[src/rtl/sarx_pkg.sv]
`timescale 1ns/1ps
package sarx_pkg;

  localparam int unsigned SAMPLE_W = 24;
  localparam int unsigned CNT_W    = $clog2(SAMPLE_W + 1);

  typedef enum logic [1:0] {
    FMT_RJ      = 2'd0,
    FMT_I2S     = 2'd1,
    FMT_DSPA    = 2'd2,
    FMT_I2S_ALT = 2'd3
  } fmt_e;

  // Number of bits per word for a word-length code.
  function automatic logic [CNT_W-1:0] word_bits(input logic [1:0] sel);
    logic [CNT_W-1:0] n;
    case (sel)
      2'd0:    n = CNT_W'(16);
      2'd1:    n = CNT_W'(20);
      default: n = CNT_W'(SAMPLE_W);
    endcase
    return n;
  endfunction

  // Move the N received bits (held at the bottom) to the top; zero the rest.
  function automatic logic [SAMPLE_W-1:0] msb_align(input logic [SAMPLE_W-1:0] raw,
                                                    input logic [1:0]          sel);
    logic [SAMPLE_W-1:0] res;
    res = raw << (SAMPLE_W - int'(word_bits(sel)));
    return res;
  endfunction

endpackage

[src/rtl/sarx_edge_det.sv]
`timescale 1ns/1ps
module sarx_edge_det (
  input  logic clk,
  input  logic rst,
  input  logic lrc,
  output logic edge_any,
  output logic edge_rise
);

  logic lrc_q;

  always_ff @(posedge clk) begin
    if (rst) lrc_q <= 1'b0;
    else     lrc_q <= lrc;
  end

  assign edge_any  = lrc ^ lrc_q;
  assign edge_rise = lrc & ~lrc_q;

endmodule

[src/rtl/sarx_word_framer.sv]
`timescale 1ns/1ps
module sarx_word_framer
  import sarx_pkg::*;
(
  input  logic                clk,
  input  logic                rst,
  input  logic [1:0]          fmt,
  input  logic [1:0]          wlen,
  input  logic                sdata,
  input  logic                lrc,
  input  logic                edge_any,
  input  logic                edge_rise,
  output logic                cap_stb,
  output logic                cap_right,
  output logic [SAMPLE_W-1:0] cap_raw
);

  logic [SAMPLE_W-1:0] sreg;
  logic [CNT_W-1:0]    cnt;
  logic [CNT_W-1:0]    nb;
  logic                active;
  logic                chan;
  logic                is_rj;
  logic                is_dsp;
  logic                start;
  logic                last_bit;

  assign nb       = word_bits(wlen);
  assign is_rj    = (fmt_e'(fmt) == FMT_RJ);
  assign is_dsp   = (fmt_e'(fmt) == FMT_DSPA);
  assign start    = is_dsp ? edge_rise : edge_any;
  assign last_bit = active && (cnt == nb - CNT_W'(1));

  // History of the most recent bits, newest at bit 0.
  always_ff @(posedge clk) begin
    if (rst) sreg <= '0;
    else     sreg <= {sreg[SAMPLE_W-2:0], sdata};
  end

  always_comb begin
    if (is_rj) begin
      cap_stb   = edge_any;
      cap_right = lrc;               // rising to high ends the right word
      cap_raw   = sreg;              // LSB was taken on the previous edge
    end else begin
      cap_stb   = last_bit && !start;
      cap_right = chan;
      cap_raw   = {sreg[SAMPLE_W-2:0], sdata};
    end
  end

  always_ff @(posedge clk) begin
    if (rst) begin
      active <= 1'b0;
      cnt    <= '0;
      chan   <= 1'b0;
    end else if (is_rj) begin
      active <= 1'b0;
      cnt    <= '0;
    end else if (start) begin
      active <= 1'b1;
      cnt    <= '0;
      chan   <= is_dsp ? 1'b0 : lrc;
    end else if (active) begin
      if (last_bit) begin
        cnt <= '0;
        if (is_dsp && !chan) chan   <= 1'b1;
        else                 active <= 1'b0;
      end else begin
        cnt <= cnt + CNT_W'(1);
      end
    end
  end

  // the bit counter never runs past the word length.
  a_r4_cnt_in_range: assert property (@(posedge clk) disable iff (rst)
    active |-> (cnt < nb));

  // in DSP mode A the right word starts right after the left word ends.
  a_r5_right_follows_left: assert property (@(posedge clk) disable iff (rst)
    (is_dsp && cap_stb && !cap_right && !edge_rise) |=> (active && chan && cnt == '0));

endmodule

[src/rtl/sarx_pair_asm.sv]
`timescale 1ns/1ps
module sarx_pair_asm
  import sarx_pkg::*;
(
  input  logic                clk,
  input  logic                rst,
  input  logic                cap_stb,
  input  logic                cap_right,
  input  logic [SAMPLE_W-1:0] cap_raw,
  input  logic [1:0]          wlen,
  output logic [SAMPLE_W-1:0] left_sample,
  output logic [SAMPLE_W-1:0] right_sample,
  output logic                pair_valid
);

  logic [SAMPLE_W-1:0] left_hold;
  logic [SAMPLE_W-1:0] aligned;
  logic                left_ok;

  assign aligned = msb_align(cap_raw, wlen);

  always_ff @(posedge clk) begin
    if (rst) begin
      left_hold    <= '0;
      left_ok      <= 1'b0;
      left_sample  <= '0;
      right_sample <= '0;
      pair_valid   <= 1'b0;
    end else begin
      pair_valid <= 1'b0;
      if (cap_stb) begin
        if (!cap_right) begin
          left_hold <= aligned;
          left_ok   <= 1'b1;
        end else if (left_ok) begin
          left_sample  <= left_hold;
          right_sample <= aligned;
          pair_valid   <= 1'b1;
          left_ok      <= 1'b0;
        end
      end
    end
  end

  // reset leaves the outputs cleared.
  a_r1_reset_clears: assert property (@(posedge clk)
    rst |=> (!pair_valid && left_sample == '0 && right_sample == '0));

  // the strobe never lasts two cycles.
  a_r7_single_strobe: assert property (@(posedge clk) disable iff (rst)
    pair_valid |=> !pair_valid);

  // the outputs move only together with the strobe.
  a_r7_hold_between: assert property (@(posedge clk) disable iff (rst)
    !pair_valid |-> ($stable(left_sample) && $stable(right_sample)));

  // with 16-bit words the low byte of a fresh pair is zero.
  a_r6_low_bits_zero: assert property (@(posedge clk) disable iff (rst)
    (pair_valid && wlen == 2'd0) |-> (left_sample[7:0] == 8'd0 && right_sample[7:0] == 8'd0));

endmodule

[src/rtl/serial_audio_rx.sv]
`timescale 1ns/1ps
module serial_audio_rx
  import sarx_pkg::*;
(
  input  logic                bit_clk,
  input  logic                rst,
  input  logic                frame_clk,
  input  logic                ser_data,
  input  logic [1:0]          fmt_sel,
  input  logic [1:0]          wlen_sel,
  output logic [SAMPLE_W-1:0] left_sample,
  output logic [SAMPLE_W-1:0] right_sample,
  output logic                pair_valid
);

  logic                edge_any;
  logic                edge_rise;
  logic                cap_stb;
  logic                cap_right;
  logic [SAMPLE_W-1:0] cap_raw;

  sarx_edge_det u_edge (
    .clk       (bit_clk),
    .rst       (rst),
    .lrc       (frame_clk),
    .edge_any  (edge_any),
    .edge_rise (edge_rise)
  );

  sarx_word_framer u_framer (
    .clk       (bit_clk),
    .rst       (rst),
    .fmt       (fmt_sel),
    .wlen      (wlen_sel),
    .sdata     (ser_data),
    .lrc       (frame_clk),
    .edge_any  (edge_any),
    .edge_rise (edge_rise),
    .cap_stb   (cap_stb),
    .cap_right (cap_right),
    .cap_raw   (cap_raw)
  );

  sarx_pair_asm u_asm (
    .clk          (bit_clk),
    .rst          (rst),
    .cap_stb      (cap_stb),
    .cap_right    (cap_right),
    .cap_raw      (cap_raw),
    .wlen         (wlen_sel),
    .left_sample  (left_sample),
    .right_sample (right_sample),
    .pair_valid   (pair_valid)
  );

endmodule

[config.mk]
export PLATFORM = sky130hd
export DESIGN_NAME = serial_audio_rx
export DESIGN_NICKNAME = d
export VERILOG_FILES = /design/src/rtl/sarx_pkg.sv /design/src/rtl/sarx_edge_det.sv /design/src/rtl/sarx_word_framer.sv /design/src/rtl/sarx_pair_asm.sv /design/src/rtl/serial_audio_rx.sv
export SDC_FILE = /design/constraint.sdc
export NUM_CORES = 1
export LEC_CHECK = 0
export CORE_UTILIZATION = 23
export CTS_CLUSTER_DIAMETER = 200
export DETAILED_ROUTE_END_ITERATION = 12
export PLACE_DENSITY = 0.38
export SYNTH_ARGS = -nofsm -noshare
export SYNTH_HDL_FRONTEND = slang
export SYNTH_SLANG_ARGS = --single-unit
[constraint.sdc]
create_clock -name bit_clk -period 2.4 [get_ports bit_clk]
set_clock_uncertainty 0.15 [all_clocks]
set_input_delay 0.72 -clock bit_clk [delete_from_list [all_inputs] [get_ports bit_clk]]
set_output_delay 0.72 -clock bit_clk [all_outputs]
set_load 0.005 [all_outputs]
==> summary.txt <==
Status - finished clean
Vias per cell - 4.14
CP Class - in -> reg
Top cells by count, synth - 106 x dfxtp_1, 89 x mux2i_1, 67 x nand2b_1
Post-synth EDFFs - 0
Fmax - 436 MHz
Total Power - 3.56 mW
Vias in the first global route - 3,427
DRT antenna net count - 0
Die extent in x - 144 um
Area Growth Syn to Fin - 38.0%
Post-Syn Instances - 457
Clk pwr share - 0.426
Worst path arrival time - 2390 ps
CTS sink cnt - 106
VDD IR max - 0.295 mV
Post-DP HPWL - 8.09 mm
Combinational share of power - 0.075
Synth area leaders - dfxtp_1 46%, mux2i_1 19%, nand2b_1 9.0%, nor2b_1 5.9%, mux2_2 3.6%
Synth Flop Type - dfxtp_1
Synth Cell Area - 4640 um2
Critical Path End Type - flop
Fraction of layout cells with a size suffix above 1 - 0.220
Largest net degree at the start of global routing - 49
Relative slew slack - 0.628
GRT Overall Usage - 0.116
Synth Area in Adders - 0.00539
Wirelength per Cell - 13.7 um
Sw power - 0.840 mW
Starting Density - 0.237
Final Hold Vio Count - 0
Largest family of logic cells by synthesized area - multiplexers
Finished Layout Cells - 829
Top-count cell post-synth - dfxtp_1
I/O Buffers - 56
Worst Min Path Start - u_asm.left_sample[12]$_SDFFE_PP0P_
Initial antenna violation count - 0
Setup violators final - 0
Reg power frac - 0.499
FFs w/ async S/R, synth - 0
I/O Pins - 57
CTS root buf - clkbuf_16
Antenna cell count - 0
Post-route cell area - 6400 um2
Synth Area in Compound Gates - 0.0604
Synthesized-area fraction occupied by and/or/nand/nor cells - 0.208
Sequential fraction of the synthesis area - 0.457
Critical path launch point type - input pin
Hold Path Class - reg -> reg
Switching Share - 0.236
Worst-path maximum fanout - 8
Clk Latency, worst-skew pair - 360 ps
Synth warn - 0
Nets - 569
DR DRC count - 0
Post-Synth XOR/XNOR Area - 0.00755
H-tree Lvls - 3
Global placer's final weighted congestion - 0.777
Synth top area share - 0.457
Post-Route WL - 11.3 mm
Clk slew on worst S/H paths - 80 ps
Req. time, crit path - 2500 ps
Yosys top cell by area - dfxtp_1
Grt ovf - 0
Fill cells - 1,985
Max-Cap Viols - 0
Yosys reg bits - 106
Minimum clock period - 2290 ps
CTS tree - built
DR vias - 3,428
TritonCTS Buffers - 9
Die Y - 144 um
Global-route wire length before repair - 18.3 mm
Crit. Startpoint - wlen_sel[1]
Slew @ Worst Pin - 557 ps
CORE AREA - 19,600 um2
Die area - 20,700 um2
R2r startpoint - u_framer.cnt[4]$_SDFFE_PP0P_
Fraction of synthesized area in multiplexers - 0.231
Syn_area_per_cell - 10.2 um2
Tcrit/Tclk final - 0.955
Starting DRT DRC Count - 115
Placed insts - 807
Power per cell area - 556 nW/um2
DRT Pass-1 Iters - 5
Clock tree buffer depth - 2
Syn Nets - 467
Row Count - 51
Final Slew Violations - 0
Internal cell power - 2.72 mW
Post-DP Area - 5980 um2
Pleak - 2.55 nW
Unrepaired setup endpoints after global routing - false
Unique masters post-synth - 40
## what timing repair did
| action | 4_1_cts | 5_1_grt |
|---|---|---|
| gates resized for setup | 19 | 2 |
| hold buffers | 0 | 0 |
| endpoints found under the hold margin | 0 | 0 |
| endpoints found under the setup margin | 72 | 51 |
| buffers inserted | 2 | 3 |
| pin swaps | 4 | 2 |
| gates cloned | 0 | 1 |
## cells in the final DEF (no fill, tap or decap), types with 5 or more instances in the layout
master / instances
a21oi_1: 17
clkbuf_16: 10
mux2i_1: 87
or2_2: 5
nand2_1: 14
mux2_2: 15
clkdlybuf4s50_1: 50
nand2b_1: 67
buf_12: 9
dfxtp_1: 106
buf_4: 53
nor2_1: 19
nor2b_1: 42
## flip-flops by register name (all words and copies together), names as in the netlist
register and flops:
u_asm.right_sample 24, u_asm.left_hold 24, u_asm.pair_valid 1, u_edge.lrc_q 1
u_framer.sreg 24, u_framer.active 1, u_asm.left_sample 24, u_framer.chan 1
u_asm.left_ok 1, u_framer.cnt 5
## final timing paths
kind | to | slack (ps) | depth (start not counted)
setup / recovery | u_asm.left_sample[5]$_SDFFE_PP0P_ | 110 | 7
hold / removal | u_asm.left_sample[12]$_SDFFE_PP0P_ | 320 | 2
setup reg to reg | u_asm.left_sample[5]$_SDFFE_PP0P_ | 350 | 6
hold reg to reg | u_asm.left_sample[12]$_SDFFE_PP0P_ | 320 | 2
## layer usage
metal | track usage | share of wire
met1 | 0.153 | 0.48
met2 | 0.181 | 0.46
met3 | 0.0219 | 0.034
met4 | 0.0610 | 0.022
met5 | 0 | 0
## logic make-up after synthesis
logic type / after synthesis
simple gates: 163
flops: 106
mux: 105
compound gates: 46
buf+inv: 31
xor+xnor: 4
fa+ha+maj: 2
## layout make-up
cell class | count | area (um2) | area share
clock inverters | 7 | 78.8 | 0.0123
clock buffers | 9 | 225 | 0.0352
repair buffers | 120 | 1180 | 0.184
inverters | 2 | 7.51 | 0.00117
multi-input cells | 320 | 2460 | 0.385
flip-flops and latches | 106 | 2120 | 0.331
well taps | 265 | 332 | 0.0518
## power by group through the flow
| stage | Combinational (mW) | Sequential (mW) | Clock, mW |
|---|---|---|---|
| finish | 0.268 | 1.78 | 1.52 |
| floorplan | 0.156 | 1.81 | 0 |
| CTS | 0.273 | 1.78 | 1.59 |
| global placement | 0.267 | 1.82 | 0 |
| global route | 0.292 | 1.78 | 1.66 |
| detailed placement | 0.268 | 1.82 | 0 |
## critical path, cell delays in order
cell and delay [ps]:
dlygate4sd2_1 300, nor4b_4 230, a21oi_2 80, nor4_4 360
o21a_1 220, buf_12 150, mux2_2 330
## per-stage QoR
step | hold WS [ps] | setup slack [ps] | TNS [ps] | util
floorplan | 308 | -135 | -197 | -
global placement | 311 | -561 | -37430 | 0.305
detailed placement | 310 | -596 | -38610 | 0.305
CTS | 329 | 8.60 | 0 | 0.325
global route | 342 | 1.52 | 0 | 0.327
finish | 325 | 108 | 0 | 0.327
Power figures use the tool's default switching activity.
